File: config.mk
export PLATFORM = sky130hd
export DESIGN_NAME = tick_down_timer
export DESIGN_NICKNAME = d
export VERILOG_FILES = /design/src/rtl/tdt_pkg.sv /design/src/rtl/tdt_regs.sv /design/src/rtl/tdt_counter.sv /design/src/rtl/tdt_event.sv /design/src/rtl/tick_down_timer.sv
export SDC_FILE = /design/constraint.sdc
export NUM_CORES = 1
export LEC_CHECK = 0
export ABC_CLOCK_PERIOD_IN_PS = 2480
export BUFFER_PORTS_ARGS = -buffer_cell sky130_fd_sc_hd__buf_2
export CELL_PAD_IN_SITES_DETAIL_PLACEMENT = 1
export CELL_PAD_IN_SITES_GLOBAL_PLACEMENT = 2
export CORE_MARGIN = 8
export CORE_UTILIZATION = 33
export CTS_BUF_LIST = sky130_fd_sc_hd__clkbuf_8
export DETAILED_ROUTE_END_ITERATION = 7
export PLACE_DENSITY_LB_ADDON = 0.2
export SYNTH_ARGS = -nofsm -noshare
export SYNTH_HDL_FRONTEND = slang
export SYNTH_HIERARCHICAL = 1
export SYNTH_SLANG_ARGS = --single-unit
File: constraint.sdc
create_clock -name clk -period 2.48 [get_ports clk]
set_input_delay 0.124 -clock clk [delete_from_list [all_inputs] [get_ports clk]]
set_output_delay 0.124 -clock clk [all_outputs]
set_load 0.02 [all_outputs]
File: src/rtl/tdt_pkg.sv
package tdt_pkg;

  typedef enum logic [1:0] {
    WIDX_CTRL    = 2'd0,
    WIDX_RELOAD  = 2'd1,
    WIDX_CURRENT = 2'd2,
    WIDX_CALIB   = 2'd3
  } widx_e;

  localparam int unsigned CTRL_RUN_POS  = 0;
  localparam int unsigned CTRL_IE_POS   = 1;
  localparam int unsigned CTRL_SRC_POS  = 2;
  localparam int unsigned CTRL_FLAG_POS = 16;

  localparam int unsigned CAL_NOREF_POS = 31;
  localparam int unsigned CAL_SKEW_POS  = 30;
  localparam int unsigned CAL_FIELD_W   = 24;

  typedef struct packed {
    logic src_core;
    logic irq_en;
    logic run;
  } ctrl_t;

  function automatic logic [31:0] pack_ctrl(ctrl_t c, logic flag);
    logic [31:0] w;
    w = '0;
    w[CTRL_RUN_POS]  = c.run;
    w[CTRL_IE_POS]   = c.irq_en;
    w[CTRL_SRC_POS]  = c.src_core;
    w[CTRL_FLAG_POS] = flag;
    return w;
  endfunction

  function automatic ctrl_t unpack_ctrl(logic [31:0] d);
    ctrl_t c;
    c.run      = d[CTRL_RUN_POS];
    c.irq_en   = d[CTRL_IE_POS];
    c.src_core = d[CTRL_SRC_POS];
    return c;
  endfunction

  function automatic logic [31:0] pack_calib(logic noref, logic skew,
                                             logic [CAL_FIELD_W-1:0] tenms);
    logic [31:0] w;
    w = '0;
    w[CAL_FIELD_W-1:0] = tenms;
    w[CAL_NOREF_POS]   = noref;
    w[CAL_SKEW_POS]    = skew;
    return w;
  endfunction

endpackage

File: src/rtl/tdt_regs.sv
module tdt_regs
  import tdt_pkg::*;
#(
  parameter int unsigned CNT_W = 24,
  parameter bit CAL_NOREF = 1'b0,
  parameter bit CAL_SKEW  = 1'b0,
  parameter logic [CAL_FIELD_W-1:0] CAL_TENMS = '0
) (
  input  logic             clk,
  input  logic             rst_n,
  input  logic             bus_sel,
  input  logic             bus_wr,
  input  logic [1:0]       bus_widx,
  input  logic [31:0]      bus_wdata,
  input  logic [CNT_W-1:0] count,
  input  logic             flag,
  output ctrl_t            ctrl,
  output logic [CNT_W-1:0] reload,
  output logic             wr_current,
  output logic             rd_ctrl,
  output logic [31:0]      bus_rdata
);

  localparam logic [31:0] CAL_WORD = pack_calib(CAL_NOREF, CAL_SKEW, CAL_TENMS);

  widx_e idx;
  logic  wr_ctrl;
  logic  wr_reload;

  assign idx        = widx_e'(bus_widx);
  assign wr_ctrl    = bus_sel && bus_wr && (idx == WIDX_CTRL);
  assign wr_reload  = bus_sel && bus_wr && (idx == WIDX_RELOAD);
  assign wr_current = bus_sel && bus_wr && (idx == WIDX_CURRENT);
  assign rd_ctrl    = bus_sel && !bus_wr && (idx == WIDX_CTRL);

  generate
    if (CNT_W < 32) begin : g_hi_bits
      logic unused_wdata_hi;
      assign unused_wdata_hi = ^bus_wdata[31:CNT_W];
    end
  endgenerate

  always_ff @(posedge clk) begin
    if (!rst_n) begin
      ctrl   <= '0;
      reload <= '0;
    end else begin
      if (wr_ctrl)   ctrl   <= unpack_ctrl(bus_wdata);
      if (wr_reload) reload <= bus_wdata[CNT_W-1:0];
    end
  end

  always_comb begin
    unique case (idx)
      WIDX_CTRL:    bus_rdata = pack_ctrl(ctrl, flag);
      WIDX_RELOAD:  bus_rdata = 32'(reload);
      WIDX_CURRENT: bus_rdata = 32'(count);
      default:      bus_rdata = CAL_WORD;
    endcase
  end

endmodule

File: src/rtl/tdt_counter.sv
module tdt_counter #(
  parameter int unsigned CNT_W = 24
) (
  input  logic             clk,
  input  logic             rst_n,
  input  logic             run,
  input  logic             src_core,
  input  logic             ref_tick,
  input  logic [CNT_W-1:0] reload,
  input  logic             clear,
  output logic [CNT_W-1:0] count,
  output logic             tick,
  output logic             zero_evt,
  output logic             reload_evt
);

  localparam logic [CNT_W-1:0] ONE = CNT_W'(1);

  function automatic logic [CNT_W-1:0] next_count(logic [CNT_W-1:0] cur,
                                                  logic [CNT_W-1:0] rld);
    return (cur == '0) ? rld : cur - ONE;
  endfunction

  assign tick       = run && (src_core || ref_tick);
  assign zero_evt   = tick && !clear && (count == ONE);
  assign reload_evt = tick && !clear && (count == '0);

  always_ff @(posedge clk) begin
    if (!rst_n)      count <= '0;
    else if (clear)  count <= '0;
    else if (tick)   count <= next_count(count, reload);
  end

endmodule

File: src/rtl/tdt_event.sv
module tdt_event (
  input  logic clk,
  input  logic rst_n,
  input  logic zero_evt,
  input  logic clear,
  input  logic rd_ctrl,
  input  logic irq_en,
  output logic flag,
  output logic irq
);

  always_ff @(posedge clk) begin
    if (!rst_n) begin
      flag <= 1'b0;
      irq  <= 1'b0;
    end else begin
      if (zero_evt)               flag <= 1'b1;
      else if (clear || rd_ctrl)  flag <= 1'b0;
      irq <= zero_evt && irq_en;
    end
  end

endmodule

File: src/rtl/tick_down_timer.sv
module tick_down_timer
  import tdt_pkg::*;
#(
  parameter int unsigned CNT_W = 24,
  parameter bit CAL_NOREF = 1'b0,
  parameter bit CAL_SKEW  = 1'b0,
  parameter logic [23:0] CAL_TENMS = 24'h0
) (
  input  logic        clk,
  input  logic        rst_n,
  input  logic        ref_tick,
  input  logic        bus_sel,
  input  logic        bus_wr,
  input  logic [1:0]  bus_widx,
  input  logic [31:0] bus_wdata,
  output logic [31:0] bus_rdata,
  output logic        tick_irq
);

  ctrl_t            ctrl_q;
  logic [CNT_W-1:0] reload_q;
  logic [CNT_W-1:0] count_q;
  logic             flag_q;
  logic             cur_clear;
  logic             rd_ctrl;
  logic             tick_en;
  logic             zero_evt;
  logic             reload_evt;

  tdt_regs #(
    .CNT_W(CNT_W), .CAL_NOREF(CAL_NOREF), .CAL_SKEW(CAL_SKEW), .CAL_TENMS(CAL_TENMS)
  ) regs_i (
    .clk(clk), .rst_n(rst_n),
    .bus_sel(bus_sel), .bus_wr(bus_wr), .bus_widx(bus_widx), .bus_wdata(bus_wdata),
    .count(count_q), .flag(flag_q),
    .ctrl(ctrl_q), .reload(reload_q),
    .wr_current(cur_clear), .rd_ctrl(rd_ctrl), .bus_rdata(bus_rdata)
  );

  tdt_counter #(.CNT_W(CNT_W)) cnt_i (
    .clk(clk), .rst_n(rst_n),
    .run(ctrl_q.run), .src_core(ctrl_q.src_core), .ref_tick(ref_tick),
    .reload(reload_q), .clear(cur_clear),
    .count(count_q), .tick(tick_en), .zero_evt(zero_evt), .reload_evt(reload_evt)
  );

  tdt_event evt_i (
    .clk(clk), .rst_n(rst_n),
    .zero_evt(zero_evt), .clear(cur_clear), .rd_ctrl(rd_ctrl), .irq_en(ctrl_q.irq_en),
    .flag(flag_q), .irq(tick_irq)
  );

endmodule

==> results.txt, run 1 <==
* Cell with the largest stage delay on the worst path: sky130_fd_sc_hd__nor4_2
- The critical path is of the flip-flop to flip-flop type.
- During I/O placement, the number of pins put on the boundary was 72.
- For this run, the number of Yosys warnings is 6.
- Count of cells along the worst register-to-register path: 6
* Type of the most critical hold path: input port to flip-flop
* Post-CTS Repair Setup Buffers: 0
- Count of buffer and inverter cells on the critical path: 1
- The area growth from synthesis to layout is 15.9%.
- Highest ir drop seen on vdd: 0.205 mV
- Delay of the slowest critical-path stage: 0.51 ns
- Clock edge transition at the registers on the reported setup and hold paths: 0.11 ns
- Average wire per cell in the routed design: 18.0 um
- # port buffers: 55
* Clock tree from TritonCTS: built
- The worst hold path terminates at regs_i/reload[4].
* Area of combinational cells with multiple inputs: 0.00187 mm^2
- Setup repair after global routing missed its margin: no
- The total overflow left after global routing is 0.
* Pwr Total: 1630 uW
* FMAX: 454 MHz
* Final clock period utilization by the worst path: 0.887
* Root Buffer: sky130_fd_sc_hd__clkbuf_8
- The final-report max-slew violation count came to 0.
* Die footprint: 0.0129 mm^2
- Worst endpoint required time: 2.70 ns
* # Max-Cap Violations: 0
- Worst-Margin Slew: 0.533 ns
- In the final routing, the length of wire on met1 measures 4.69 mm.
* Hold_buf cts: 0
- Total negative slack: 0 ns
* Detailed route wirelength on metal2: 4.71 mm
- The clock drives 53 sinks.
- In the layout the commonest cells are sky130_fd_sc_hd__nand2_1 (76), sky130_fd_sc_hd__buf_2 (55), sky130_fd_sc_hd__dfxtp_1 (53), sky130_fd_sc_hd__mux2i_1 (38).
- Antenna Diode Count: 0
- Initial antenna violation count: 0
- The synthesized netlist occupies a cell area of 0.00314 mm^2.
- Counting the fill cells in the layout gives 1144.
- The clock passes through at most 2 buffers.
* Setup violators final: 0
- Final Routed Wirelength: 10.0 mm
* Syn Inst Count: 372
- DP Wirelength: 7.43 mm
- Startpoint class of the critical path: flip-flop
- Wire length of the first global-routing pass: 16.7 mm
- Across the whole layout, storage elements account for 0.00106 mm^2.
- Reg-to-reg critical path endpoint: cnt_i/count[6]
* Core region area: 0.00924 mm^2
- Setup slack on the worst flop-to-flop path: 0.28 ns
* CTS resizes: 0
- At the end of routability-driven placement, the weighted congestion stood at 0.864.
- Using the TritonRoute via totals, the vias-per-cell ratio works out to 5.32.
* Final layout net count: 470
* Fraction of final layout cells sized beyond drive strength 1: 0.221
* Vias in the first global route: 3162
* Mean Syn Cell Area: 8.45 um^2
- After detailed routing, the met3 layer carries 428 um of wire.
- The flow ran to the end, and the final reports show no timing, DRC or antenna violations.
- Worst-skew pair later-pin latency: 0.31 ns
- Reg2reg start: cnt_i/count[8]
- Number of violations reported at the end of detailed-routing iteration 0: 95
- Standby leakage power: 0.00148 uW
- In this design, the largest share of critical-path delay is due to simple AND/OR/NAND/NOR gates.
- Die W: 114 um
- The library cell used most frequently in the layout, excluding fill and tap cells, is sky130_fd_sc_hd__nand2_1.
- PD cells: 448 mW/mm^2
- Starting Density: 0.340
- The number of hold violations in the final report came to 0.
- Floorplan row count: 35
- Hold Startpoint: bus_wdata[4]
- Measured against its own limit, the worst slew margin works out to 0.643.
- The worst setup path is captured at a flip-flop.
- Clock H-tree levels: 2
* Finished Core Util: 0.394
* Die height: 114 um
- Final worst path period need: 2.20 ns
- In this run, CTS created clock tree buffers numbering 5.
* Worst Hold Depth: 3
* Maximum number of pins on one net before global-route repair: 51
- For this run, the detailed router's first-pass iteration total came to 5.
- GRT Resource Usage Total: 0.159
- The critical path goes through nor4_2 > nand3_2 > or2_0 > buf_12 > mux2_1 > a32o_1.
- Across the routed clock network, the largest skew measured is 0.0117 ns.
- Remaining number of nets flagged by the antenna check after routing: 0
- Worst Path Max Fanout: 27
- The routed layout has 2967 vias.
* CP Data Arrival Time: 2.42 ns
- For this run, design rule violations remaining after detail routing come to 0.
* Highest layer used for signal routing: met4
-- flip-flops by register name, summed over array words and instances, names as in the netlist --
signal         flops
cnt_i/count       24
regs_i/reload     24
evt_i/flag         1
regs_i/ctrl        3
evt_i/irq          1
-- area by class of cell --
type,count,area share
sequential,53,0.291
clock inverter,3,0.00481
clock buffer,5,0.0189
timing repair buffer,76,0.122
multi-input combinational,287,0.513
tap,129,0.0443
inverter,5,0.00515
-- report_power, final --
group | internal [uW] | switching [uW]
Sequential | 862 | 12.7
Combinational | 98.0 | 160
Clock | 198 | 300
Total | 1160 | 473
-- worst register-to-register path, delay by kind of cell (launching register included) --
| kind | cells | cell delay, ns |
|---|---|---|
| multiplexers | 1 | 0.34 |
| AO/OA/AOI/OAI | 1 | 0.20 |
| AND/OR/NAND/NOR | 3 | 0.98 |
| buffers and inverters | 1 | 0.19 |
| flip-flops | 1 | 0.40 |
-- how the worst max path moves through the flow --
stage                        start               to  slack, ns  depth (start not counted)
floorplan           cnt_i/count[8]  cnt_i/count[15]       0.59                          6
global placement    cnt_i/count[8]  cnt_i/count[19]       0.36                          6
detailed placement  cnt_i/count[8]   cnt_i/count[6]       0.29                          6
CTS                 cnt_i/count[8]   cnt_i/count[6]       0.27                          6
global route        cnt_i/count[8]  cnt_i/count[10]       0.05                          6
finish              cnt_i/count[8]   cnt_i/count[6]       0.28                          6
-- metrics by stage --
stage          hold WS [ns]  worst slack, ns  cell area, um^2  instances
5_1_grt              0.0325           0.0540             3640        558
6_report             0.0402            0.280             3640        558
2_1_floorplan         0.242            0.594             3170        379
4_1_cts              0.0342            0.271             3640        558
3_3_place_gp          0.373            0.356             3560        550
3_5_place_dp          0.381            0.289             3560        550
-- metal layers --
layer | track usage | up-vias
li1 | - | 1455
met1 | 0.203 | 1431
met2 | 0.265 | 69
met3 | 0.0275 | 12
met4 | 0.0515 | 0
met5 | 0 | -
No activity file was read; power rests on OpenSTA's default activity.
==> inputs of run 2 (changes only) <==
- ABC_CLOCK_PERIOD_IN_PS: 2480 -> 2220
- clock period: 2.48 -> 2.22 ns (I/O delays scaled with it)
==> results.txt, run 2 (synthesis results as in run 1) <==
* Max-slew headroom at the worst pin: 0.586 (-0.0569)
- TritonCTS built the clock tree.
* Crit path kind: flip-flop to flip-flop
* FMAX: 476 MHz (+4.8%)
- Worst-Margin Slew: 0.618 ns (+0.0850 ns)
- The clock-pin slew reported for the worst setup and hold paths after clock tree synthesis came to 0.11 ns (about the same).
- The number of antenna diodes was 0 (unchanged).
* Startpoint class of the critical path: flip-flop
- The critical path goes through nor4_4 > nand3_2 > or2_0 > buf_12 > mux2_1 > a32o_1.
* Non-filler cells, final: 569 (+2.0%)
* Delay of the slowest critical-path stage: 0.41 ns (-0.10 ns)
- The first-pass GRT wire length is 17.2 mm (+2.9%).
- Hold_buf cts: 0 (unchanged)
* Number of buffers inserted during clock tree synthesis: 5 (unchanged)
- Starting Density: 0.340 (unchanged)
- Count of cells along the worst register-to-register path: 6 (unchanged)
* Remaining number of nets flagged by the antenna check after routing: 0 (unchanged)
* Number of sinks on the clock net: 53 (unchanged)
- The library cell used most frequently in the layout, excluding fill and tap cells, is sky130_fd_sc_hd__nand2_1.
* Die height: 114 um (unchanged)
- # port buffers: 55 (unchanged)
* Non-Filler Cell Area, Final: 0.00380 mm^2 (+4.2%)
- The floorplan die area was 0.0129 mm^2 (unchanged).
* Vias in the first global route: 3377 (+6.8%)
- The worst setup path is captured at a flip-flop.
- Status: finished clean
* GRT Resource Usage Total: 0.164 (+0.00469)
* Final GP Congestion: 0.818 (-5.3%)
* Worst Path Max Fanout: 13 (-52%)
- The summed negative setup slack over all endpoints came to 0 ns (unchanged).
- Cell with the largest stage delay on the worst path: sky130_fd_sc_hd__dfxtp_1
* Switching part of the total power: 0.278 (-0.0122)
- Floorplan row count: 35 (unchanged)
- Final worst path period need: 2.10 ns (-0.101 ns)
- Internal power of the cells: 1420 uW (+22%)
* Clock power share: 0.348 (+0.042)
- Number of vias in the routed layout: 3060 (+3.1%)
- Portion of total power attributed to sequential cells: 0.497 (-0.039)
* Finished Core Util: 0.411 (+0.0167)
* Final Routed Wirelength: 10.3 mm (+2.6%)
* Root Buffer: sky130_fd_sc_hd__clkbuf_8
- The final-stage net count was 482 (+2.6%).
- Area added between synthesis and finish: 20.8%
- Final Max Slew Viols: 0 (unchanged)
* Initial antenna violation count: 0 (unchanged)
* Global route total overflow: 0 (unchanged)
* # Max-Cap Violations: 0 (unchanged)
* Hold violation count in the final report: 0 (unchanged)
- The worst register-to-register path ends at cnt_i/count[2].
- DP Wirelength: 7.57 mm (+1.9%)
- The floorplan die width came to 114 um (unchanged).
* Standby leakage power: 0.00156 uW (+5.7%)
- Setup slack on the worst flop-to-flop path: 0.12 ns (-0.16 ns)
- Final clock period utilization by the worst path: 0.946 (+0.0585)
- The power density normalized to cell area is 517 mW/mm^2 (+15%).
* Leading cell types in the layout, fill and taps excluded: sky130_fd_sc_hd__nand2_1 (76), sky130_fd_sc_hd__buf_2 (55), sky130_fd_sc_hd__dfxtp_1 (53), sky130_fd_sc_hd__mux2i_1 (38), sky130_fd_sc_hd__buf_4 (31)
- Worst-skew pair later-pin latency: 0.31 ns (about the same)
- The maximum clock insertion buffer count was 2 (unchanged).
* Core region area: 0.00924 mm^2 (unchanged)
- The setup clock skew after layout came to 0.0116 ns (-0.0000448 ns).
* Number of violations reported at the end of detailed-routing iteration 0: 168 (+77%)
- The post-layout total power was 1960 uW (+20%).
* Vias per Instance: 5.38 (+1.1%)
* Average wire per cell in the routed design: 18.1 um (+0.60%)
- The buffering stage count on the worst path with inverters included came to 1 (unchanged).
- The cell total after placement came to 561 (+2.0%).
- Reg2reg start: cnt_i/count[9]
- CP delay by family, top: simple AND/OR/NAND/NOR gates
- Critical path launch point: cnt_i/count[9]
- Setup violators final: 0 (unchanged)
* Share of power burned in combinational logic: 0.155 (-0.003)
- The area of placed instances was 0.00365 mm^2 (+2.7%).
* Largest registers: cnt_i/count (24), regs_i/reload (24), regs_i/ctrl (3)
- Worst endpoint required time: 2.42 ns (-0.28 ns)
- Switching power summed over all nets: 545 uW (+15%)
- Clock H-tree levels: 2 (unchanged)
- Ports: 72 (unchanged)
* DRC violations left: 0 (unchanged)
* Fraction of final layout cells sized beyond drive strength 1: 0.250 (+0.0286)
* Highest ir drop seen on vdd: 0.253 mV (+23%)
- CP Data Arrival Time: 2.30 ns (-0.12 ns)
* Capture point of the worst path: cnt_i/count[2]
* Logic depth of the worst setup path including buffers: 6 (unchanged)
- Type of the most critical hold path: input port to flip-flop
* Maximum number of pins on one net before global-route repair: 53 (+3.9%)
- Number of iterations in the first detailed-routing pass: 4 (-1)
run 2: cell count changes in the layout (fill, tap and decap cells not counted), sizes merged:
cell	change
bufinv	+1
inv	-1
buf	+12
clkinv	-1
run 2: worst min path at each step:
stage,startpoint,end,slack [ns],cells after the start
after floorplan,rst_n,evt_i/flag,0.23,1
after global placement,bus_wdata[7],regs_i/reload[7],0.36,3
after detailed placement,bus_wdata[4],regs_i/reload[4],0.36,3
after CTS,bus_wdata[4],regs_i/reload[4],0.02,3
after global routing,bus_wdata[9],regs_i/reload[9],0.02,3
final,bus_wdata[9],regs_i/reload[9],0.03,3
run 2: power by group through the flow:
| stage | logic (uW) | registers [uW] | clock network [uW] |
|---|---|---|---|
| 2_1_floorplan | 205 | 994 | 0 |
| 3_3_place_gp | 296 | 998 | 0 |
| 3_5_place_dp | 304 | 998 | 0 |
| 4_1_cts | 305 | 976 | 709 |
| 5_1_grt | 335 | 979 | 744 |
| 6_report | 304 | 976 | 683 |
run 2: layout make-up:
class / instances / area, um^2
fillers: 1115 / 5440
clock buffers: 5 / 68.8
flip-flops and latches: 53 / 1060
repair buffers: 88 / 548
inverters: 5 / 18.8
clock inverters: 2 / 38.8
well taps: 129 / 161
multi-input cells: 287 / 1900
run 2: layer usage:
layer	vias to the layer above	global-route usage	wire, um
met3	10	0.0317	547
li1	1478	-	-
met2	77	0.290	4980
met1	1495	0.199	4640
met5	-	0	0
met4	0	0.0373	123
run 2: worst min-delay path, cell delays in order:
cell,delay [ns]
sky130_fd_sc_hd__buf_2,0.09
sky130_fd_sc_hd__nand2_1,0.04
sky130_fd_sc_hd__mux2i_1,0.05
run 2: metrics by stage:
| stage | setup WS, ns | hold WS [ns] |
|---|---|---|
| finish | 0.120 | 0.0282 |
| detailed placement | 0.0490 | 0.364 |
| global placement | 0.0815 | 0.358 |
| CTS | 0.0212 | 0.0196 |
| floorplan | 0.334 | 0.229 |
| global route | -0.00243 | 0.0176 |
run 2: what timing repair did:
action	CTS	global route
setup buffers	0	1
resized for setup	0	6
hold endpoints to repair	0	0
setup endpoints to repair	0	10
==> inputs of run 3 (changes only) <==
- ABC_CLOCK_PERIOD_IN_PS: 2220 -> 1850
- CORE_UTILIZATION: 33 -> 29
- clock period: 2.22 -> 1.85 ns (I/O delays scaled with it)
==> results.txt, run 3 (synthesis results as in run 1) <==
* Status: finished, violations left
- Failing checks: negative setup slack
- Clock edge transition at the registers on the reported setup and hold paths: 0.10 ns (about the same)
* Worst-skew pair later-pin latency: 0.32 ns (about the same)
- Number of iterations in the first detailed-routing pass: 4 (unchanged)
- Share of power burned in combinational logic: 0.197 (+0.042)
- DP Wirelength: 8.36 mm (+10%)
- Clock Skew: 0.00791 ns (-0.00370 ns)
- Global route total overflow: 0 (unchanged)
- DRC violations left: 0 (unchanged)
* CP Data Arrival Time: 2.08 ns (-0.22 ns)
* Setup slack on the worst flop-to-flop path: -0.03 ns (-0.15 ns)
- Final setup slack of the worst path: -0.0254 ns (-0.146 ns)
* Final GP Congestion: 0.881 (+7.7%)
- Final worst path period need: 1.88 ns (-0.224 ns)
- The maximum clock insertion buffer count was 2 (unchanged).
* Setup repair after global routing missed its margin: yes
- The final critical-path share of the clock period is 1.01 (+0.0680).
- The data required time of the worst path was 2.06 ns (-0.36 ns).
- The switching share of power came to 0.283 (+0.00479).
- The total net switching power came to 672 uW (+23%).
- The initial antenna violation count is 0 (unchanged).
- The area of the core was 0.0107 mm^2 (+16%).
- Worst slack after detailed placement: -0.0820 ns (-0.131 ns)
- Worst Path Max Fanout: 7 (-6)
- The count of pins on the block boundary is 72 (unchanged).
- GRT Resource Usage Total: 0.152 (-0.0113)
- Final Routed Wirelength: 11.2 mm (+9.3%)
* Final Max Slew Viols: 0 (unchanged)
- The antenna violation net count after detailed routing came to 0 (unchanged).
* Maximum number of pins on one net before global-route repair: 53 (unchanged)
* Number of violations reported at the end of detailed-routing iteration 0: 108 (-36%)
- The tightest min-delay check is of the input port to flip-flop type.
- Setup violators final: 5 (+5)
- The floorplan die area came to 0.0144 mm^2 (+12%).
- The first-pass GRT wire length came to 17.8 mm (+3.5%).
- The floorplan die width is 120 um (+5.7%).
- Hold violation count in the final report: 0 (unchanged)
- Leading cell types in the layout, fill and taps excluded: sky130_fd_sc_hd__nand2_1 (75), sky130_fd_sc_hd__buf_4 (65), sky130_fd_sc_hd__buf_2 (55), sky130_fd_sc_hd__dfxtp_1 (48), sky130_fd_sc_hd__mux2i_1 (38)
- The worst setup path is captured at a flip-flop.
- The final-stage net count came to 526 (+9.1%).
- Area added between synthesis and finish: 39.4%
- The number of antenna diodes was 0 (unchanged).
* Portion of total power attributed to sequential cells: 0.493 (-0.004)
- Largest registers: cnt_i/count (24), regs_i/reload (24), regs_i/ctrl (3)
- Root Buffer: sky130_fd_sc_hd__clkbuf_8
- Average wire per cell in the routed design: 18.0 um (-0.49%)
* Number of buffers inserted during clock tree synthesis: 5 (unchanged)
- The number of max-cap violations came to 0 (unchanged).
- Number of vias in the routed layout: 3179 (+3.9%)
- Clock power share: 0.310 (-0.038)
- The highest clock rate was 533 MHz (+12%).
* Die height: 120 um (+5.7%)
* Floorplan row count: 38 (+8.6%)
- The worst hold slack across all endpoints is 0.0122 ns (-0.0160 ns).
- The maximum VDD drop came to 0.261 mV (+3.1%).
- Most common cell after layout, fill and taps aside: sky130_fd_sc_hd__nand2_1
* # port buffers: 55 (unchanged)
- The power density normalized to cell area came to 543 mW/mm^2 (+5.0%).
* Internal power of the cells: 1710 uW (+20%)
- Starting Density: 0.294 (-0.0463)
* Fraction of final layout cells sized beyond drive strength 1: 0.381 (+0.131)
- Vias per Instance: 5.09 (-5.4%)
- STA classifies the critical path startpoint as a flip-flop.
- Clock H-tree levels: 2 (unchanged)
* Number of sinks on the clock net: 53 (unchanged)
- Clock tree from TritonCTS: built
- Vias in the first global route: 3361 (-0.47%)
- Standby leakage power: 0.00185 uW (+19%)
- Crit path kind: flip-flop to flip-flop
run 3: cell count changes in the layout (fill, tap and decap cells not counted), moves of 4 or more:
| cell | previous run | this run |
|---|---|---|
| sky130_fd_sc_hd__buf_4 | 31 | 65 |
| sky130_fd_sc_hd__buf_6 | 0 | 6 |
| sky130_fd_sc_hd__dfxtp_1 | 53 | 48 |
| sky130_fd_sc_hd__dfxtp_2 | 0 | 5 |
| sky130_fd_sc_hd__dlygate4sd3_1 | 0 | 5 |
| sky130_fd_sc_hd__mux2_1 | 4 | 0 |
| sky130_fd_sc_hd__mux2_4 | 0 | 4 |
| sky130_fd_sc_hd__nor3_1 | 12 | 8 |
| sky130_fd_sc_hd__nor4_1 | 5 | 1 |
run 3: path summary, 6_finish.rpt:
kind                                  startpoint                end  cells after the start
worst min register to register  regs_i/reload[5]   regs_i/reload[5]                      2
worst max register to register   cnt_i/count[11]     cnt_i/count[2]                      6
worst min-delay path               bus_wdata[22]  regs_i/reload[22]                      3
worst max-delay path             cnt_i/count[11]     cnt_i/count[2]                      6
run 3: worst max-delay path, cell delays in order (launching register included):
cell	delay (ns)
sky130_fd_sc_hd__dfxtp_2	0.35
sky130_fd_sc_hd__nor4_4	0.38
sky130_fd_sc_hd__nand3_2	0.13
sky130_fd_sc_hd__or2_4	0.28
sky130_fd_sc_hd__buf_6	0.14
sky130_fd_sc_hd__mux2_4	0.29
sky130_fd_sc_hd__a32o_1	0.20
run 3: metal layers:
metal / wire [um] / track usage
met3: 263 / 0.0254
met2: 5550 / 0.260
met5: 0 / 0
met1: 5320 / 0.193
met4: 106 / 0.0445
run 3: cell type report:
cell class / count / area [um^2]
inverters: 5 / 18.8
well taps: 140 / 175
clock buffers: 7 / 96.3
clock inverters: 1 / 5.00
flip-flops and latches: 53 / 1070
repair buffers: 132 / 888
fillers: 1292 / 6320
multi-input cells: 287 / 2130
run 3: power by group through the flow:
stage	Clock (uW)	Sequential [uW]	Combinational (uW)
global placement	0	1200	383
global route	803	1170	510
CTS	775	1170	435
floorplan	0	1190	247
finish	738	1170	469
detailed placement	0	1200	392
run 3: through the flow:
stage | TNS [ns] | area [um^2] | std cells | total power [uW] | utilization
4_1_cts | -0.103 | 4170 | 620 | 2380 | 0.389
3_5_place_dp | -0.499 | 3890 | 604 | 1590 | 0.364
2_1_floorplan | 0 | 3180 | 379 | 1440 | -
6_report | -0.0803 | 4380 | 625 | 2380 | 0.410
5_1_grt | -0.796 | 4380 | 625 | 2490 | 0.410
3_3_place_gp | -0.216 | 3890 | 604 | 1580 | 0.364
run 3: repair_timing:
action,in CTS,in global routing
endpoints found under the setup margin,17,25
resized for setup,22,40
hold buffers,5,0
pin swaps,9,11
gates cloned,0,1
setup buffers,3,5
hold endpoints to repair,5,0
